## src/rtl/addr_gen_unit.sv

```systemverilog
module addr_gen_unit #(
  parameter int AW = 32
) (
  input  logic          clk,
  input  logic          rst_n,
  input  logic          req_valid,
  output logic          req_ready,
  input  logic [2:0]    mode,
  input  logic [1:0]    disp_sz,
  input  logic [1:0]    scale_sh,
  input  logic [AW-1:0] base,
  input  logic [AW-1:0] index,
  input  logic [31:0]   imm_field,
  input  logic [AW-1:0] pc,
  output logic          res_valid,
  output logic [AW-1:0] res_addr,
  output logic          wb_en,
  output logic [AW-1:0] wb_data,
  output logic          illegal,
  output logic          mem_req_valid,
  input  logic          mem_req_ready,
  output logic [AW-1:0] mem_req_addr,
  input  logic          mem_rsp_valid,
  input  logic [AW-1:0] mem_rsp_data
);

  localparam logic [2:0] MD_DISP = 3'd0, MD_IDX = 3'd1, MD_SCL = 3'd2,
                         MD_AINC = 3'd3, MD_AIDX = 3'd4, MD_IND = 3'd5,
                         MD_PCR = 3'd6;

  typedef enum logic [1:0] {ST_IDLE, ST_MREQ, ST_MWAIT} st_t;
  st_t st;

  logic [AW-1:0] disp, n_addr, n_wbd, ptr_q;
  logic          n_wb, n_ill, take;

  always_comb begin
    case (disp_sz)
      2'b00:   disp = AW'($signed(imm_field[7:0]));
      2'b01:   disp = AW'($signed(imm_field[15:0]));
      default: disp = AW'($signed(imm_field));
    endcase
  end

  always_comb begin
    n_addr = '0;
    n_wbd  = '0;
    n_wb   = 1'b0;
    n_ill  = 1'b0;
    case (mode)
      MD_DISP: n_addr = base + disp;
      MD_IDX:  n_addr = base + index;
      MD_SCL:  n_addr = base + (index << scale_sh) + disp;
      MD_AINC: begin n_addr = base; n_wbd = base + AW'(1); n_wb = 1'b1; end
      MD_AIDX: begin n_addr = base + disp; n_wbd = base + disp; n_wb = 1'b1; end
      MD_PCR:  n_addr = pc + disp;
      MD_IND:  n_addr = '0;
      default: n_ill = 1'b1;
    endcase
  end

  assign req_ready     = (st == ST_IDLE) && !res_valid;
  assign take          = req_valid && req_ready;
  assign mem_req_valid = (st == ST_MREQ);
  assign mem_req_addr  = ptr_q;

  always_ff @(posedge clk) begin
    if (!rst_n) begin
      st        <= ST_IDLE;
      ptr_q     <= '0;
      res_valid <= 1'b0;
      res_addr  <= '0;
      wb_en     <= 1'b0;
      wb_data   <= '0;
      illegal   <= 1'b0;
    end else begin
      res_valid <= 1'b0;
      wb_en     <= 1'b0;
      illegal   <= 1'b0;
      case (st)
        ST_IDLE: if (take) begin
          if (mode == MD_IND) begin
            ptr_q <= base;
            st    <= ST_MREQ;
          end else begin
            res_valid <= 1'b1;
            res_addr  <= n_addr;
            wb_en     <= n_wb;
            wb_data   <= n_wbd;
            illegal   <= n_ill;
          end
        end
        ST_MREQ: if (mem_req_ready) st <= ST_MWAIT;
        ST_MWAIT: if (mem_rsp_valid) begin
          res_valid <= 1'b1;
          res_addr  <= mem_rsp_data;
          st        <= ST_IDLE;
        end
        default: st <= ST_IDLE;
      endcase
    end
  end


  wb_with_result_chk: assert property (@(posedge clk) disable iff (!rst_n)
    wb_en |-> res_valid && !illegal);


  wb_single_chk: assert property (@(posedge clk) disable iff (!rst_n)
    wb_en |=> !wb_en);


  illegal_no_mem_chk: assert property (@(posedge clk) disable iff (!rst_n)
    illegal |-> !mem_req_valid && res_addr == '0);


  mreq_hold_chk: assert property (@(posedge clk) disable iff (!rst_n)
    mem_req_valid && !mem_req_ready |=> mem_req_valid && $stable(mem_req_addr));


  ind_no_early_result_chk: assert property (@(posedge clk) disable iff (!rst_n)
    mem_req_valid |-> !res_valid);


  res_pulse_chk: assert property (@(posedge clk) disable iff (!rst_n)
    res_valid |=> !res_valid);


  busy_no_ready_chk: assert property (@(posedge clk) disable iff (!rst_n)
    (res_valid || mem_req_valid) |-> !req_ready);

endmodule

```

## config.mk

```make
export PLATFORM = sky130hd
export DESIGN_NAME = addr_gen_unit
export DESIGN_NICKNAME = d
export VERILOG_FILES = /design/src/rtl/addr_gen_unit.sv
export SDC_FILE = /design/constraint.sdc
export NUM_CORES = 1
export LEC_CHECK = 0
export BUFFER_PORTS_ARGS = -buffer_cell sky130_fd_sc_hd__buf_2
export CAP_MARGIN = 0
export CORE_MARGIN = 5
export CORE_UTILIZATION = 45
export DETAILED_ROUTE_END_ITERATION = 16
export PLACE_DENSITY = 0.78
export SLEW_MARGIN = 15
export SYNTH_ARGS = -nofsm -noshare
export SYNTH_HDL_FRONTEND = slang
export SYNTH_SLANG_ARGS = --single-unit
```

## constraint.sdc

```tcl
create_clock -name clk -period 13.9 [get_ports clk]
set_input_delay 1.39 -clock clk [delete_from_list [all_inputs] [get_ports clk]]
set_output_delay 1.39 -clock clk [all_outputs]
set_load 0.005 [all_outputs]
```

==> results.yml, run 1 <==
power_and_ir_drop:
  power-per-cell-area_nw_per_um2: 93.7
  p_leak_nw: 6.83
  netSwitchingFraction_pct: 47.4
  power.internal_mw: 0.763
  peakVddDrop_mv: 0.0672
  seq_power_share_pct: 22.2
  pwr-share-clk_pct: 16.1
  p_sw_mw: 0.686
  finalPower_mw: 1.45
  pwr-share-comb_pct: 61.7
global_route:
  grt_start_max_net_pins: 103
  grt_usage_pct: 31.0
  grt_pass1_wl_um: 82100
  grt_pass1_vias: 13800
  grt_overflow: 0
  antenna_found_initial: 4
floorplan:
  rows: 63
  design.core.area_um2: 29800
  start_util_pct: 45.9
  die_h_um: 184
  die_area_um2: 33900
  io_pins: 273
  die_w_um: 184
setup_path:
  path_buf_inv: 2
  r2r_cells: 7
  worstPathCellList: "buf_2 > mux2i_1 > or2_2 > fa_1 > inv_1 > ha_1 > fa_1 > a211oi_1 > o211ai_1 > a21oi_1 > nor3_1 > nand2b_1 > a21oi_1 > o21bai_1 > xor2_1 > a221oi_1 > a31oi_1"
  worstSetupPathType: "input pin to flop"
  r2r_start: "st[1]"
  end_kind: "flop"
  cp_top_family: "compound AO/OA/AOI/OAI gates"
  critPathMaxFanout: 35
  worst_r2r_endpoint: "res_addr[25]"
  cp-start-kind: "input pin"
  slowest_stage: "buf_2"
  worstPathRequired_ns: 14.13
  r2r_slack_ns: 10.97
  worstPathArrival_ns: 6.04
  cpPeakStageDelay_ns: 0.76
final_layout:
  most-common-layout-cells: "buf_2, nand2_1, a21oi_1, ha_1, nor2_1"
  layout.cells.most_common: "buf_2"
  drive_gt1_share_pct: 18.1
  nets: 2306
  final_cells: 2368
  antenna_cells: 0
  area_delta_synth_final_pct: 13.2
route:
  drt-initial-drc-count: 1708
  maxUsedRoutingLayer: "met5"
  wl_met1_um: 24800
  num_vias: 15100
  firstDrtPassIters: 5
  routed_wl_um: 55500
  drc: 0
  avgViaCountPerCell: 6.39
  dr_wl_met2_um: 22500
  wl_per_cell_um: 23.4
  route.met3.wl_um: 7550
  final_antenna_net_count: 0
clock_network:
  cts.repair.resized: 0
  post_cts_buffers: 0
  ctsRootBufferMaster: "clkbuf_16"
  holdBufCountCts: 0
  cts_tree: "yes"
  path_clk_slew_ns: 0.07
  clock_path_buffers: 2
  clock_sink_count: 101
  htreeDepth: 3
  cts_buffers: 9
  clk-insertion-delay-late_ns: 0.35
worst_hold_path:
  hold_depth: 2
  hold_path.class: "flop to flop"
  hold_start: "mem_req_addr[12]"
  min_to: "mem_req_addr[12]"
run:
  drv_cap: 0
yosys:
  synth-edff-count: 0
  ys_types: 82
  synth.top_cell.area_share_pct: 14.8
  ys_warn_count: 0
  syn_inst: 1793
  ys_seq_area_share_pct: 14.8
  synth_fp_nets: 2124
  synth_area_um2: 13700
  ys.flop_type: "dfxtp_1"
  yosys.area.top_type: "dfxtp_1"
  yosys_register_bits: 101
  synth_area_leaders: "dfxtp_1, ha_1, a21oi_1, nand2_1, fa_1"
  async_flop_share_pct: 0
  syn_area_per_cell_um2: 7.62
placed_design:
  hpwl_um: 45300
  place_inst: 2354
  port_buffers: 272
  gp_congestion: 0.966
timing:
  hold_viol: 0
  finalCritPeriodShare_pct: 41.7
  slew_headroom_pct: 26.2
  setup-tns-final_ns: 0
  worstMarginPinSlew_ns: 1.11
  drv_slew: 0
  finClkSkew_ns: 0.00681
  max_freq_ghz: 0.172
  hold_ws_ns: 0.466
  setup_viol: 0
  period_needed_ns: 5.80
  rsz0062_at_grt: "no"
status:
  status: "finished clean"
==> worst reg2reg max path, stage by stage (launching register included) <==
cell,delay [ns]
dfxtp_1,0.31
buf_4,0.42
nor2b_1,0.68
nand2b_1,0.64
nor2_1,0.21
a221oi_1,0.35
a21o_1,0.17
a21oi_1,0.03
==> worst max path at each step <==
stage                 from      endpoint  depth (start not counted)  slack (ns)
2_1_floorplan  scale_sh[0]  res_addr[28]                         15        8.33
3_3_place_gp   scale_sh[0]  res_addr[23]                         17        7.81
3_5_place_dp   scale_sh[0]  res_addr[23]                         17        7.71
6_report       scale_sh[0]  res_addr[23]                         17        8.10
5_1_grt        scale_sh[0]  res_addr[23]                         17        7.72
4_1_cts        scale_sh[0]  res_addr[23]                         17        8.07
==> state kept, by name, indices dropped and copies added (netlist names) <==
register	count
wb_data	32
st	2
illegal	1
res_valid	1
res_addr	32
mem_req_addr	32
wb_en	1
==> through the flow <==
stage / utilization [%] / setup slack (ns) / instance area [um^2]
2_1_floorplan: - / 8.33 / 13700
3_3_place_gp: 51.0 / 7.81 / 15200
3_5_place_dp: 51.0 / 7.71 / 15200
4_1_cts: 51.9 / 8.07 / 15500
5_1_grt: 51.9 / 7.72 / 15500
6_report: 51.9 / 8.10 / 15500
==> layer usage <==
layer | up-vias | global-route usage [%]
li1 | 7028 | -
met1 | 7159 | 47.4
met2 | 888 | 44.4
met3 | 52 | 7.82
met4 | 6 | 5.00
met5 | - | 0
==> synthesized netlist by cell type (29+ instances only) <==
cell type and count:
nand2_1 219, a21boi_0 38, a21oi_1 180, inv_1 49, xnor2_1 70, ha_1 124, a21o_1 63, a221oi_1 37
clkbuf_1 101, o21ai_0 111, dfxtp_1 101, nand4_1 29, nor2_1 123, nand3_1 46, fa_1 35, xor2_1 68
==> cells by family after synthesis <==
logic type / Yosys count / share of synthesized area (%)
AND/OR/NAND/NOR: 546 / 18.6
XOR/XNOR: 138 / 8.85
multiplexers: 37 / 5.19
adder cells (fa/ha/maj): 159 / 16.5
flip-flops: 101 / 14.8
AO/OA/AOI/OAI: 651 / 31.6
buffers and inverters: 161 / 4.43
==> final cells by class <==
type                       instances  area, um^2
multi-input combinational       1531       11100
tap                              390         488
timing repair buffer             283        1440
inverter                          49         184
clock buffer                      10         229
sequential                       101        2020
clock inverter                     4        26.3
fill                            2935       14300
==> power by group through the flow <==
stage	clock (mW)	combinational (mW)	sequential, mW
finish	0.233	0.894	0.322
floorplan	0	0.580	0.327
global placement	0	0.861	0.328
detailed placement	0	0.860	0.328
CTS	0.235	0.865	0.322
global route	0.249	0.962	0.324
No activity file was read; power rests on OpenSTA's default activity.
==> run 2: changes to the inputs <==
--- a/config.mk
+++ b/config.mk
@@ -5,12 +5,13 @@
 export SDC_FILE = /design/constraint.sdc
 export NUM_CORES = 1
 export LEC_CHECK = 0
+export ABC_AREA = 1
 export BUFFER_PORTS_ARGS = -buffer_cell sky130_fd_sc_hd__buf_2
 export CAP_MARGIN = 0
 export CORE_MARGIN = 5
 export CORE_UTILIZATION = 45
 export DETAILED_ROUTE_END_ITERATION = 16
-export PLACE_DENSITY = 0.78
+export PLACE_DENSITY = 0.77
 export SLEW_MARGIN = 15
 export SYNTH_ARGS = -nofsm -noshare
 export SYNTH_HDL_FRONTEND = slang
==> constraint.sdc (replaced) <==
create_clock -name clk -period 6 [get_ports clk]
set_input_delay 0.6 -clock clk [delete_from_list [all_inputs] [get_ports clk]]
set_output_delay 0.6 -clock clk [all_outputs]
set_load 0.005 [all_outputs]
==> run 2 against run 1 <==
Combinational power increased to 2.6 times the previous value. Sequential share of layout area decreased by 1.9 points. Clock-buffer cell count decreased by 1. Largest cell class unchanged. Via count increased by 34%. Setup slack got worse by 6.7 ns. Die area increased by 16%. Routed wire length increased by 40%. Cell count increased by 51%.
==> results.yml, run 2 <==
final_layout:
  nets: 3444
  layout.cells.most_common: "nand2_1"
  drive_gt1_share_pct: 11.6
  area_delta_synth_final_pct: 13.0
  fill_cells: 3916
  most-common-layout-cells: "nand2_1, inv_1, buf_2, nor2_1, a21oi_1"
  fin_area_um2: 18000
route:
  drc: 0
  final_antenna_net_count: 0
  wl_per_cell_um: 21.7
  firstDrtPassIters: 6
  routed_wl_um: 77800
  avgViaCountPerCell: 5.68
  drt-initial-drc-count: 2257
  num_vias: 20300
timing:
  setup-tns-final_ns: 0
  period_needed_ns: 4.60
  rsz0062_at_grt: "no"
  worstMarginPinSlew_ns: 1.08
  drv_slew: 0
  slew_headroom_pct: 27.9
  setup_viol: 0
  max_freq_ghz: 0.217
  finalCritPeriodShare_pct: 76.7
  hold_viol: 0
  finClkSkew_ns: 0.0137
clock_network:
  holdBufCountCts: 0
  ctsRootBufferMaster: "clkbuf_16"
  path_clk_slew_ns: 0.09
  htreeDepth: 3
  cts.repair.resized: 0
  cts_buffers: 9
  clock_path_buffers: 2
  post_cts_buffers: 0
  clk-insertion-delay-late_ns: 0.37
  cts_tree: "yes"
  clock_sink_count: 101
yosys:
  synth.most_common_cell: "nand2_1"
  ys_types: 46
  ys.flop_type: "dfxtp_1"
  synthTopCellsByCount: "nand2_1, inv_1, nor2_1"
  synth-edff-count: 0
  synth_area_leaders: "nand2_1, dfxtp_1, ha_1, inv_1, a21oi_1"
  yosys.area.top_type: "nand2_1"
  yosys_register_bits: 101
  syn_area_per_cell_um2: 5.53
  async_flop_share_pct: 0
  syn_inst: 2886
  ys_warn_count: 0
  synth_fp_nets: 3217
  ys_seq_area_share_pct: 12.7
  synth.top_cell.area_share_pct: 22.2
  synth_area_um2: 15900
power_and_ir_drop:
  p_sw_mw: 1.92
  peakVddDrop_mv: 0.170
  netSwitchingFraction_pct: 52.4
  pwr-share-comb_pct: 62.6
  seq_power_share_pct: 21.0
  power.internal_mw: 1.75
  p_leak_nw: 9.74
  power-per-cell-area_nw_per_um2: 204
  pwr-share-clk_pct: 16.4
floorplan:
  design.core.area_um2: 35300
  die_h_um: 198
  io_pins: 273
  die_w_um: 198
  die_area_um2: 39300
  start_util_pct: 45.2
  rows: 69
global_route:
  grt_pass1_vias: 18600
  grt_pass1_wl_um: 113000
  antenna_found_initial: 1
  grt_start_max_net_pins: 98
  grt_usage_pct: 38.0
  grt_overflow: 0
setup_path:
  r2r_start: "st[1]"
  worstPathRequired_ns: 6.27
  worstSetupPathType: "input pin to flop"
  end_kind: "flop"
  worstPathArrival_ns: 4.87
  r2r_slack_ns: 3.12
  cp-start-kind: "input pin"
  critPathMaxFanout: 26
  startpoint: "disp_sz[1]"
placed_design:
  port_buffers: 272
  hpwl_um: 64100
  place_area_um2: 17700
  gp_congestion: 1.07
status:
  status: "finished clean"
worst_hold_path:
  hold_start: "mem_req_addr[19]"
  hold_path.class: "flop to flop"
run:
  drv_cap: 0
## run 2: changes by cell type after synthesis, moves of 52 or more
cell	before	now
a21oi_1	180	243
inv_1	49	392
nand3_1	46	206
o21ai_0	111	209
clkbuf_1	101	49
xnor2_1	70	12
a21o_1	63	7
nand2_1	219	943
nor2_1	123	251
## run 2: layout make-up
cell class | instances | area, um^2 | share of cell area (%)
multi-input cells | 2315 | 12200 | 67.5
clock buffers | 9 | 225 | 1.25
inverters | 401 | 1510 | 8.35
clock inverters | 7 | 68.8 | 0.382
diodes | 1 | 2.50 | 0.0139
repair buffers | 285 | 1460 | 8.10
flip-flops and latches | 101 | 2020 | 11.2
well taps | 461 | 577 | 3.20
## run 2: per-stage QoR
stage | power, mW | hold slack [ns] | util [%] | instances | worst slack, ns
final | 3.67 | 0.489 | 51.0 | 3580 | 1.40
after global routing | 3.93 | 0.517 | 51.0 | 3579 | 1.18
after CTS | 3.61 | 0.490 | 51.0 | 3579 | 1.57
after detailed placement | 3.01 | 0.472 | 50.2 | 3563 | 1.16
after global placement | 3.02 | 0.465 | 50.2 | 3563 | 1.18
after floorplan | 2.22 | 0.480 | - | 2886 | 2.48
## run 2: critical path, cell delays in order
cell and delay, ns:
buf_2 0.23, nor2_1 0.18, nand2_2 0.13, nand2_1 0.13, inv_1 0.19, a21oi_1 0.83, fa_1 0.56, ha_1 0.39
nand2_1 0.12, nor2_1 0.24, nand2_1 0.15, nor3_1 0.16, nand2_1 0.15, nand3_1 0.11, nand2_1 0.05, nand3_1 0.07
nand2_1 0.05, nor2_1 0.21, nand2_1 0.14, nand2_1 0.09, a21oi_1 0.08
## run 2: kinds of logic after synthesis
group / synth area share [%]
flops: 12.7
mux: 0.502
buf+inv: 11.2
fa+ha+maj: 14.1
compound gates: 18.5
simple gates: 41.4
xor+xnor: 1.59
## run 2: per-layer routing
layer	wire length, um	track usage (%)
met1	30700	49.3
met2	33800	59.6
met3	7530	6.13
met4	5650	22.7
met5	12	0
## run 2: final timing paths
kind,to,depth (start not counted)
max,res_addr[25],21
min reg2reg,mem_req_addr[19],2
max reg2reg,st[1],7
min,mem_req_addr[19],2
## run 2: power groups by stage
stage               sequential (mW)  clock, mW  combinational [mW]
floorplan                     0.784          0                1.44
global placement              0.784          0                2.24
detailed placement            0.784          0                2.22
CTS                           0.769      0.605                2.23
global route                  0.776      0.627                2.53
finish                        0.770      0.603                2.30
